===== src/rtl/dr_frame_pkg.sv =====
// Package: shared constants and helpers for the framed data register.
// Assumes frames are one data byte plus one trailing even-parity bit.
package dr_frame_pkg;

    // Outcome of examining a received frame at update.
    typedef enum logic [1:0] {
        FV_GOOD   = 2'd0,
        FV_PARITY = 2'd1,
        FV_BREAK  = 2'd2
    } frame_verdict_t;

    // Even parity bit: makes the total count of ones even.
    function automatic logic even_par8(input logic [7:0] b);
        return ^b;
    endfunction

endpackage


===== src/rtl/dr_tx_loader.sv =====
// Module: dr_tx_loader
// Chooses the value that a capture loads into the shift register, and
// acknowledges a pending transmit byte when that byte is taken.
// Assumes capture_dr is a one-cycle strobe. Also assumes tx_valid holds
// until tx_ack is seen.
module dr_tx_loader #(
    parameter int          DATA_W     = 8,
    parameter logic [7:0]  DELAY_CHAR = 8'hDB,
    localparam int         FRAME_W    = DATA_W + 1
) (
    input  logic               tck,
    input  logic               rst_n,
    input  logic               capture_dr,
    input  logic               tx_mode,
    input  logic               tx_valid,
    input  logic [DATA_W-1:0]  tx_data,
    output logic [FRAME_W-1:0] load_frame,
    output logic               tx_ack
);

    logic take_byte;

    // Purpose: decide whether this capture consumes the pending byte.
    always_comb take_byte = capture_dr && tx_mode && tx_valid;

    // Purpose: build the capture value (real byte, delay marker, or zero).
    always_comb begin
        if (!tx_mode)
            load_frame = '0;
        else if (tx_valid)
            load_frame = {^tx_data, tx_data};
        else
            load_frame = {~(^DELAY_CHAR[DATA_W-1:0]), DELAY_CHAR[DATA_W-1:0]};
    end

    // Purpose: one-cycle acknowledge after the byte is captured.
    always_ff @(posedge tck) begin
        if (!rst_n)
            tx_ack <= 1'b0;
        else
            tx_ack <= take_byte;
    end

endmodule


===== src/rtl/dr_shift_reg.sv =====
// Module: dr_shift_reg
// Nine-bit capture/shift register. It shifts right, takes TDI into the
// top bit, and drives TDO from bit 0.
// Assumes capture_dr and shift_dr are never high together; capture wins.
module dr_shift_reg #(
    parameter int  DATA_W  = 8,
    localparam int FRAME_W = DATA_W + 1
) (
    input  logic               tck,
    input  logic               rst_n,
    input  logic               capture_dr,
    input  logic               shift_dr,
    input  logic               tdi,
    input  logic [FRAME_W-1:0] load_frame,
    output logic [FRAME_W-1:0] frame_q,
    output logic               tdo
);

    // Purpose: load on capture, shift toward bit 0 on shift.
    always_ff @(posedge tck) begin
        if (!rst_n)
            frame_q <= '0;
        else if (capture_dr)
            frame_q <= load_frame;
        else if (shift_dr)
            frame_q <= {tdi, frame_q[FRAME_W-1:1]};
    end

    // Purpose: serial output is the lowest register bit.
    always_comb tdo = frame_q[0];

endmodule


===== src/rtl/dr_rx_checker.sv =====
// Module: dr_rx_checker
// Examines the shifted-in frame on update. It passes good bytes on, and
// classifies parity failures as either plain errors or breaks.
// Assumes update_dr is a one-cycle strobe. All outputs are one-cycle
// pulses except rx_data, which holds the last good byte.
module dr_rx_checker
    import dr_frame_pkg::*;
#(
    parameter int          DATA_W     = 8,
    parameter logic [7:0]  BREAK_CHAR = 8'hBB,
    localparam int         FRAME_W    = DATA_W + 1
) (
    input  logic               tck,
    input  logic               rst_n,
    input  logic               update_dr,
    input  logic [FRAME_W-1:0] frame_q,
    output logic [DATA_W-1:0]  rx_data,
    output logic               rx_valid,
    output logic               parity_err,
    output logic               break_det
);

    frame_verdict_t verdict;

    // Purpose: classify the frame now held in the register.
    always_comb begin
        if ((^frame_q[DATA_W-1:0]) == frame_q[FRAME_W-1])
            verdict = FV_GOOD;
        else if (frame_q[DATA_W-1:0] == BREAK_CHAR[DATA_W-1:0])
            verdict = FV_BREAK;
        else
            verdict = FV_PARITY;
    end

    // Purpose: register the verdict as pulses and latch good bytes.
    always_ff @(posedge tck) begin
        if (!rst_n) begin
            rx_data    <= '0;
            rx_valid   <= 1'b0;
            parity_err <= 1'b0;
            break_det  <= 1'b0;
        end else begin
            rx_valid   <= update_dr && (verdict == FV_GOOD);
            parity_err <= update_dr && (verdict != FV_GOOD);
            break_det  <= update_dr && (verdict == FV_BREAK);
            if (update_dr && verdict == FV_GOOD)
                rx_data <= frame_q[DATA_W-1:0];
        end
    end

endmodule


===== src/rtl/dr_frame_link.sv =====
// Module: dr_frame_link (top)
// Framed serial data register: capture/shift/update from a TAP
// controller, delay-marker insertion on transmit, and parity and break
// checking on receive.
// Assumes the TAP strobes are mutually exclusive one-cycle pulses on TCK.
module dr_frame_link #(
    parameter int          DATA_W     = 8,
    parameter logic [7:0]  BREAK_CHAR = 8'hBB,
    parameter logic [7:0]  DELAY_CHAR = 8'hDB,
    localparam int         FRAME_W    = DATA_W + 1
) (
    input  logic              tck,
    input  logic              rst_n,
    input  logic              tx_mode,
    input  logic              capture_dr,
    input  logic              shift_dr,
    input  logic              update_dr,
    input  logic              tdi,
    output logic              tdo,
    input  logic              tx_valid,
    input  logic [DATA_W-1:0] tx_data,
    output logic              tx_ack,
    output logic [DATA_W-1:0] rx_data,
    output logic              rx_valid,
    output logic              parity_err,
    output logic              break_det
);

    logic [FRAME_W-1:0] load_frame;
    logic [FRAME_W-1:0] frame_q;

    dr_tx_loader #(.DATA_W(DATA_W), .DELAY_CHAR(DELAY_CHAR)) u_loader (
        .tck(tck), .rst_n(rst_n), .capture_dr(capture_dr), .tx_mode(tx_mode),
        .tx_valid(tx_valid), .tx_data(tx_data),
        .load_frame(load_frame), .tx_ack(tx_ack)
    );

    dr_shift_reg #(.DATA_W(DATA_W)) u_sreg (
        .tck(tck), .rst_n(rst_n), .capture_dr(capture_dr), .shift_dr(shift_dr),
        .tdi(tdi), .load_frame(load_frame), .frame_q(frame_q), .tdo(tdo)
    );

    dr_rx_checker #(.DATA_W(DATA_W), .BREAK_CHAR(BREAK_CHAR)) u_rx (
        .tck(tck), .rst_n(rst_n), .update_dr(update_dr), .frame_q(frame_q),
        .rx_data(rx_data), .rx_valid(rx_valid),
        .parity_err(parity_err), .break_det(break_det)
    );

endmodule


===== config.mk =====
export PLATFORM = sky130hd
export DESIGN_NAME = dr_frame_link
export DESIGN_NICKNAME = d
export VERILOG_FILES = /design/src/rtl/dr_frame_pkg.sv /design/src/rtl/dr_tx_loader.sv /design/src/rtl/dr_shift_reg.sv /design/src/rtl/dr_rx_checker.sv /design/src/rtl/dr_frame_link.sv
export SDC_FILE = /design/constraint.sdc
export NUM_CORES = 1
export LEC_CHECK = 0
export CAP_MARGIN = 10
export CORE_MARGIN = 2
export CORE_UTILIZATION = 40
export CTS_BUF_LIST = sky130_fd_sc_hd__clkbuf_16
export DETAILED_ROUTE_END_ITERATION = 10
export HOLD_SLACK_MARGIN = 0.15
export PLACE_DENSITY = 0.67
export SLEW_MARGIN = 30
export SYNTH_ARGS = -nofsm -noshare
export SYNTH_HDL_FRONTEND = slang
export SYNTH_HIERARCHICAL = 1
export SYNTH_SLANG_ARGS = --single-unit

===== constraint.sdc =====
create_clock -name tck -period 2.1 [get_ports tck]
set_input_delay 0.42 -clock tck [delete_from_list [all_inputs] [get_ports tck]]
set_output_delay 0.42 -clock tck [all_outputs]
set_load 0.02 [all_outputs]

# Word-level counts from Yosys, hierarchy flattened
# Cells that the tools add are included.
[totals]
reg_bits = 21
latch_bits = 0
mem_bits_rw = 0
mem_bits_ro = 0
inputBits = 16
output_inout_bits = 13
elab_cells = 25
n_memories = 0
[op_classes]
n_addsub = 0
n_mul = 0
div_mod_pow = 0
n_lt_le_gt_ge = 0
eq_ne = 3
shifts = 0
mux = 6
bitwise = 0
n_reduce_logical = 10
[op_table]
columns = ["cell", "n"]
rows = [
  ["2-to-1 mux 9 bit", 4],
  ["XOR reduction 8 bit", 2],
  ["== test 8 bit, second input constant", 1],
  ["logical AND 1 bit", 5],
  ["2-to-1 mux 2 bit", 2],
  ["nonzero test 2 bit", 2],
  ["== test 2 bit, second input constant", 1],
  ["zero test 2 bit", 1],
  ["== test 1 bit", 1],
]

# Longest topological paths before layout
# Gate-level depths: netlist of run 1.
[depth]
ltp_word = 5
ltp_mapped = 6
depth_no_buf = 6

# Cells and area by module
# The synthesis of run 1 kept the hierarchy.
[modules_own_cells]
columns = ["module", "n_inst", "cells_each", "area_per_inst_um2", "seq_area_each_um2"]
rows = [
  ["dr_rx_checker", 1, 53, 541.8, 220.2],
  ["dr_shift_reg", 1, 40, 489.2, 180.2],
  ["dr_tx_loader", 1, 24, 177.7, 20.0],
]

# Worst setup path after synthesis of run 1
# Ideal clock, no wire load.
[synth_path]
path_kind = "reg2reg"
startpoint = "reg u_sreg.frame_q[0]"
endpoint = "reg u_rx.rx_data[0]"
setup_ps = 72
arrival_ps = 1754
required_time_ps = 2028
setup_slack_ps = 274
stages_incl_launch_ff = 7
path_buffers = 1
synth_period_minus_slack_ps = 1826
path_cell_list = "dfxtp_1 > buf_4 > ha_1 > xnor3_2 > xnor2_4 > nor2_8 > mux2i_1"
[synth_between]
elab_chain_len = 5
elab_cells_between_ends = 7
cone_classes = "2 x eq/ne; 2 x mux; 3 x reduce/logical"
[synth_rtl]
columns = ["item", "line_no", "source"]
rows = [
  ["from (decl)", "dr_shift_reg.sv:15", "output logic [FRAME_W-1:0] frame_q,"],
  ["from (signal assigned)", "dr_shift_reg.sv:24", "frame_q <= load_frame;"],
  ["from (signal assigned)", "dr_shift_reg.sv:26", "frame_q <= {tdi, frame_q[FRAME_W-1:1]};"],
  ["== test 8 bit / XOR reduction 8 bit (equally long branches)", "dr_rx_checker.sv:29, dr_rx_checker.sv:27", ""],
  ["2-to-1 mux 2 bit / == test 1 bit (equally long branches)", "dr_rx_checker.sv:29, dr_rx_checker.sv:27", ""],
  ["2-to-1 mux 2 bit", "dr_rx_checker.sv:27", "if ((^frame_q[DATA_W-1:0]) == frame_q[FRAME_W-1])"],
  ["zero test 2 bit", "dr_rx_checker.sv:46", "if (update_dr && verdict == FV_GOOD)"],
  ["logical AND 1 bit", "dr_rx_checker.sv:46", ""],
  ["to (signal assigned)", "dr_rx_checker.sv:47", "rx_data <= frame_q[DATA_W-1:0];"],
  ["to (decl)", "dr_rx_checker.sv:17", "output logic [DATA_W-1:0] rx_data,"],
]
# Several ways; a longest one is shown, not always the timed one.
# A chain may end at the register's enable or synchronous reset.

# Worst setup path in the final report of run 1
[layout_path]
startpoint = "reg u_sreg.frame_q[2]"
endpoint = "reg u_rx.rx_data[6]"
[layout_between]
elab_chain_len = 5
elab_cells_between_ends = 7
cone_classes = "2 x eq/ne; 2 x mux; 3 x reduce/logical"
[layout_rtl]
columns = ["item", "line_no"]
rows = [
  ["== test 8 bit / XOR reduction 8 bit (equally long branches)", "dr_rx_checker.sv:29, dr_rx_checker.sv:27"],
  ["2-to-1 mux 2 bit / == test 1 bit (equally long branches)", "dr_rx_checker.sv:29, dr_rx_checker.sv:27"],
  ["2-to-1 mux 2 bit *", "dr_rx_checker.sv:27"],
  ["zero test 2 bit *", "dr_rx_checker.sv:46"],
  ["logical AND 1 bit *", "dr_rx_checker.sv:46"],
]
# Mark *: on every way between the ends. The rest lies on a longest branch, timed or not.

==> results of run 1 <==
-- cell usage after synthesis --
cell,number
a21boi_0,6
a21boi_1,1
and2_1,1
and3_1,2
and4_1,1
buf_1,1
buf_2,1
buf_4,1
buf_6,1
clkbuf_1,2
dfxtp_1,21
ha_1,4
inv_1,10
mux2_4,9
mux2i_1,8
nand2_1,16
nand2b_1,9
nand3_1,1
nand4_1,1
nor2_1,1
nor2_8,1
o211a_1,9
xnor2_1,7
xnor2_4,1
xnor3_2,1
xor2_2,1
-- report_power, final --
part	internal (W)	switching [W]	total, W
Combinational	0.000202	0.000165	0.000367
Sequential	0.000432	0.0000214	0.000453
Clock	0.000253	0.000138	0.000391
Total	0.000887	0.000324	0.00121
-- tightest hold or removal path: stages, from the launching register on --
cell	delay, ns
dfxtp_1	0.31
nand2_1	0.05
mux2i_1	0.05
-- worst paths after layout --
| check | from | end | slack [ns] |
|---|---|---|---|
| hold reg to reg | u_rx/rx_data[3] | u_rx/rx_data[3] | 0.46 |
| hold / removal | u_rx/rx_data[3] | u_rx/rx_data[3] | 0.46 |
| setup reg to reg | u_sreg/frame_q[2] | u_rx/rx_data[6] | 0.29 |
| setup / recovery | u_sreg/frame_q[2] | u_rx/rx_data[6] | 0.29 |
-- logic make-up after synthesis --
logic type | count (synthesis)
adders and majority gates | 4
buffers and inverters | 16
muxes | 17
and+or+nand+nor | 33
DFF | 21
xor gates and xnor gates | 10
AOI/OAI and AO/OA | 16
-- flip-flops by register name, indices dropped and copies added (netlist names) --
| register | cells |
|---|---|
| u_loader/tx_ack | 1 |
| u_rx/break_det | 1 |
| u_rx/parity_err | 1 |
| u_rx/rx_data | 8 |
| u_rx/rx_valid | 1 |
| u_sreg/frame_q | 9 |
-- through the flow --
stage                     util, %  instance area (um^2)   power, W  hold WS, ns  cells
after floorplan                 -                  1209  0.0007261       0.4632    117
after global placement      53.75                  1508  0.0008256       0.4421    172
after CTS                   56.56                  1587   0.001231       0.4610    176
after detailed placement    53.75                  1508  0.0008306       0.4529    172
after global routing        56.56                  1587   0.001271       0.4738    176
final                       56.56                  1587   0.001212       0.4597    176
-- metal layers --
metal	wire length (um)	part of all wire, %	track usage, %
met1	917	44	16.53
met2	1089	52	24.44
met3	82	3.9	3.930
met4	0	0	3.571
met5	0	0	0
-- area by class of cell --
cell class	count	share of cell area [%]
Multi-Input combinational cell	80	45.11
Sequential cell	21	26.50
Timing Repair Buffer	30	18.61
Clock buffer	3	4.732
Tap cell	31	2.445
Inverter	10	2.366
Clock inverter	1	0.2366
==> results.cfg, run 1 <==
[run_status]
outcome = finished with violations
failed_checks = DRC

[global_route]
grt_overflow = 0
grt_pass1_wl_mm = 3.746
grt_usage_pct = 13.87
grt_max_degree = 29
grt_pass1_vias = 908
antenna_found_initial = 0

[clock_network]
h-tree-depth = 1
clock_path_buffers = 2
cts_tree = built
clk_latency_ns = 0.25
cts-root-buf = clkbuf_16
cts_hold_buf = 0
clk_pin_slew_worst_paths_ns = 0.06
cts.sinks = 21
cts-buffers-inserted = 3
cts_resized = 0
post_cts_buffers = 0

[finish]
multiInputGateArea_um2 = 715.7
fillCellCount = 245
nNetsFinal = 166
diodes = 0
layout_commonest_cell = clkdlybuf4s50_1
area_growth_pct = 31.26
seq_area_um2 = 420.4
drive_above_1_share_pct = 12.41
final_cell_mix = clkdlybuf4s50_1, dfxtp_1, nand2_1

[sta]
layout_min_cycle_time_ns = 1.815
rsz0062_at_grt = false
slew_viol_final = 0
finalSetupViolCount = 0
setup_tns_ns = 0
slew-limit-headroom_pct = 58.73
hold_viol_final = 0
fmax_mhz = 551.1
finClkSkew_ns = 0.002193
worstMarginPinSlew_ns = 0.6171
setup_ws_ns = 0.2853
post-route-period-util_pct = 86.41

[yosys]
synth.distinct_cells = 26
synth_area_mm2 = 0.001209
avgSynthCellArea_um2 = 10.33
synth.yosys.warnings = 6
ys_seq_area_share_pct = 34.78
synth_top_area_share_pct = 34.78
synth-simple-area-share_pct = 14.80
synth_top_family_by_area = multiplexers
synth_xor_area_share_pct = 10.66
synth_compound_area_share_pct = 11.80
synthCells = 117
synthMuxAreaShare_pct = 17.81
yosysTopAreaCell = dfxtp_1
postSynthNetCount = 137
synth_area_leaders = dfxtp_1, mux2_4, o211a_1
synth-seq-cells = 21
synthAdderAreaFrac_pct = 4.141

[critical_path]
required_ns = 2.28
crit_path_start_kind = flop
cp_top_family = XOR/XNOR gates
path_class = flop to flop
worst_setup_path_end_kind = flop
crit_buf_inv = 1
cp.depth = 6
crit_fanout = 9
crit_path_cell_trace = inv_1 -> ha_1 -> xnor3_2 -> xnor2_4 -> nor2_8 -> mux2i_1
rr_worst_depth = 6
critPathSlowestCell = xnor3_2
worst_path_largest_cell_delay_ns = 0.42
cp_data_arrival_time_ns = 1.99

[power_and_ir_drop]
vdd_drop_max_mv = 0.5854
p_leak_nw = 0.7535
p_per_area_mw_per_mm2 = 763.7

[floorplanning]
die_y_um = 58.97
dieWidth_um = 58.97
design.die.area_mm2 = 0.003477
num_rows = 19
num_io_pins = 29
start_util_pct = 43.09
core-area_mm2 = 0.002805

[drt]
drt_iter0_markers = 19
avgViaCountPerCell = 5.011
drc = 1
drtPass1Iterations = 7
vias = 882
ant_nets = 0
post_drt_wl_per_cell_um = 11.87
wirelength_mm = 2.089

[place]
place_ws_ns = 0.2417
hpwl_mm = 1.613
portBuffers = 28
gp_congestion = 0.6754

[flow_run]
drv_cap = 0

[worst_hold_path]
min_path_type = flop to flop
whs_path_depth = 2
(Power assumes the default switching activity.)
==> inputs of run 2 (changes only) <==
Settings changed: CTS_BUF_LIST sky130_fd_sc_hd__clkbuf_16 to not set, GPL_TIMING_DRIVEN set to 0, SETUP_SLACK_MARGIN set to 0.2.
==> run 2 against run 1 <==
Net effect: non-clock buffer count up 5; final cell count up 3.4%; count of clock-buffer cells in the layout unchanged; utilization unchanged; flip-flop and latch count unchanged; the flow still finishes with violations (DRC); clock power down 51%; via count up 0.79%; global-route usage down 0.24 points; sequential share of layout area up 0.16 points; fmax up 0.96%.
==> results.cfg, run 2 (synthesis results as in run 1) <==
[critical_path]
rr_worst_depth = 6
path_class = flop to flop
r2r_setup_slack_ns = 0.30
crit_path_start_kind = flop
required_ns = 2.34
worst_setup_path_end_kind = flop
worst_r2r_endpoint = u_rx/rx_data[1]
reg2reg_from = u_sreg/frame_q[6]
crit_fanout = 5
cp_data_arrival_time_ns = 2.04

[clock_network]
cts_hold_buf = 0
cts-buffers-inserted = 3
cts_tree = built
cts.sinks = 21
clk_latency_ns = 0.30
clk_pin_slew_worst_paths_ns = 0.12
cts-root-buf = clkbuf_4
clock_path_buffers = 2
h-tree-depth = 1

[run_status]
failed_checks = DRC
outcome = finished with violations

[finish]
largest_reg_flops = 9
final_cell_mix = clkdlybuf4s50_1, dfxtp_1, nand2_1
reg_top3 = u_sreg/frame_q (9), u_rx/rx_data (8)
layout_commonest_cell = clkdlybuf4s50_1
area_growth_pct = 31.26
top_register = u_sreg/frame_q
diodes = 0
fillCellCount = 258
drive_above_1_share_pct = 17.22
stdcell_count = 182
nNetsFinal = 172

[floorplanning]
dieWidth_um = 58.97
die_y_um = 58.97
core-area_mm2 = 0.002805
num_io_pins = 29
design.die.area_mm2 = 0.003477
num_rows = 19
start_util_pct = 43.09

[power_and_ir_drop]
swShare_pct = 31.05
p_per_area_mw_per_mm2 = 660.4
p_seq_share_pct = 43.2
power_w = 0.001048
vdd_drop_max_mv = 0.4481
p_comb_share_pct = 38.5
power.switching_w = 0.0003253
clockPowerShare_pct = 18.3
p_int_w = 0.0007224
p_leak_nw = 0.7474

[drt]
drtPass1Iterations = 7
vias = 889
drc = 1
drt_iter0_markers = 23
post_drt_wl_per_cell_um = 11.66
wirelength_mm = 2.123
avgViaCountPerCell = 4.885
ant_nets = 0

[worst_hold_path]
min_path_type = flop to flop
whs_path_depth = 2
worstHoldEndpoint = u_rx/rx_data[0]
min-delay-start = u_rx/rx_data[0]

[sta]
worstMarginPinSlew_ns = 0.3912
rsz0062_at_grt = false
setup_tns_ns = 0
post-route-period-util_pct = 85.59
finClkSkew_ns = 0.01015
layout_min_cycle_time_ns = 1.797
slew_viol_final = 0
finalSetupViolCount = 0
fmax_mhz = 556.4
hold_viol_final = 0
slew-limit-headroom_pct = 73.92
setup_ws_ns = 0.3026

[flow_run]
drv_cap = 0

[place]
dp.cells = 175
hpwl_mm = 1.597
portBuffers = 27
gp_congestion = 0.7044
place_ws_ns = 0.1511

[global_route]
grt_usage_pct = 13.63
grt_overflow = 0
grt_max_degree = 13
antenna_found_initial = 0
grt_pass1_vias = 915
grt_pass1_wl_mm = 3.732
==> run 2: through the flow <==
step	utilization, %	hold WS [ns]	instance area, um^2
after CTS	55.08	0.4695	1545
after global routing	56.56	0.4927	1587
final	56.56	0.4653	1587
after detailed placement	54.10	0.4495	1518
after floorplan	-	0.4632	1209
after global placement	54.10	0.4421	1518
==> run 2: power by group through the flow <==
| stage | Combinational [W] | Clock [W] | Sequential [W] |
|---|---|---|---|
| floorplan | 0.000241 | 0 | 0.000485 |
| global placement | 0.000366 | 0 | 0.000461 |
| detailed placement | 0.000371 | 0 | 0.000462 |
| CTS | 0.000373 | 0.000201 | 0.000453 |
| global route | 0.000437 | 0.000219 | 0.000458 |
| finish | 0.000404 | 0.000191 | 0.000453 |
==> run 2: worst max path at each step <==
stage | startpoint | endpoint | slack, ns | depth (start not counted)
2_1_floorplan | u_sreg/frame_q[0] | u_rx/rx_data[0] | 0.27 | 6
3_3_place_gp | rst_n | u_rx/rx_data[2] | 0.21 | 5
3_5_place_dp | rst_n | u_rx/rx_data[4] | 0.15 | 5
4_1_cts | u_sreg/frame_q[0] | u_rx/rx_data[2] | 0.21 | 6
5_1_grt | u_sreg/frame_q[6] | u_rx/rx_data[4] | 0.20 | 6
6_report | u_sreg/frame_q[6] | u_rx/rx_data[1] | 0.30 | 6
==> run 2: worst max-delay path, cell delays in order, from the launching register on <==
cell and delay, ns:
dfxtp_2 0.35, inv_1 0.04, ha_1 0.27, xnor3_2 0.47
xnor2_4 0.21, nor2_8 0.20, mux2i_1 0.20
==> run 2: final cells by class <==
cell class | instances | area [um^2] | share of cell area [%]
multi-input combinational | 81 | 739.5 | 46.61
sequential | 21 | 422.9 | 26.66
timing repair buffer | 29 | 285.3 | 17.98
tap | 31 | 38.79 | 2.445
inverter | 10 | 37.54 | 2.366
buffer | 6 | 35.03 | 2.208
clock buffer | 3 | 22.52 | 1.420
clock inverter | 1 | 5.005 | 0.3155
==> run 2: what timing repair did <==
action | 4_1_cts | 5_1_grt
buffers inserted | 0 | 2
resized for setup | 0 | 3
endpoints found under the hold margin | 0 | 0
endpoints found under the setup margin | 0 | 8
==> run 2: per-layer routing <==
metal  global-route usage [%]  share of wire (%)  wire, um  up-vias
met4                    1.948               0.47        10        0
met5                        0                  0         0        -
met3                    3.930                4.6        98        2
met1                    17.71                 49      1035      412
met2                    23.02                 46       978       15
li1                         -                  -         -      460
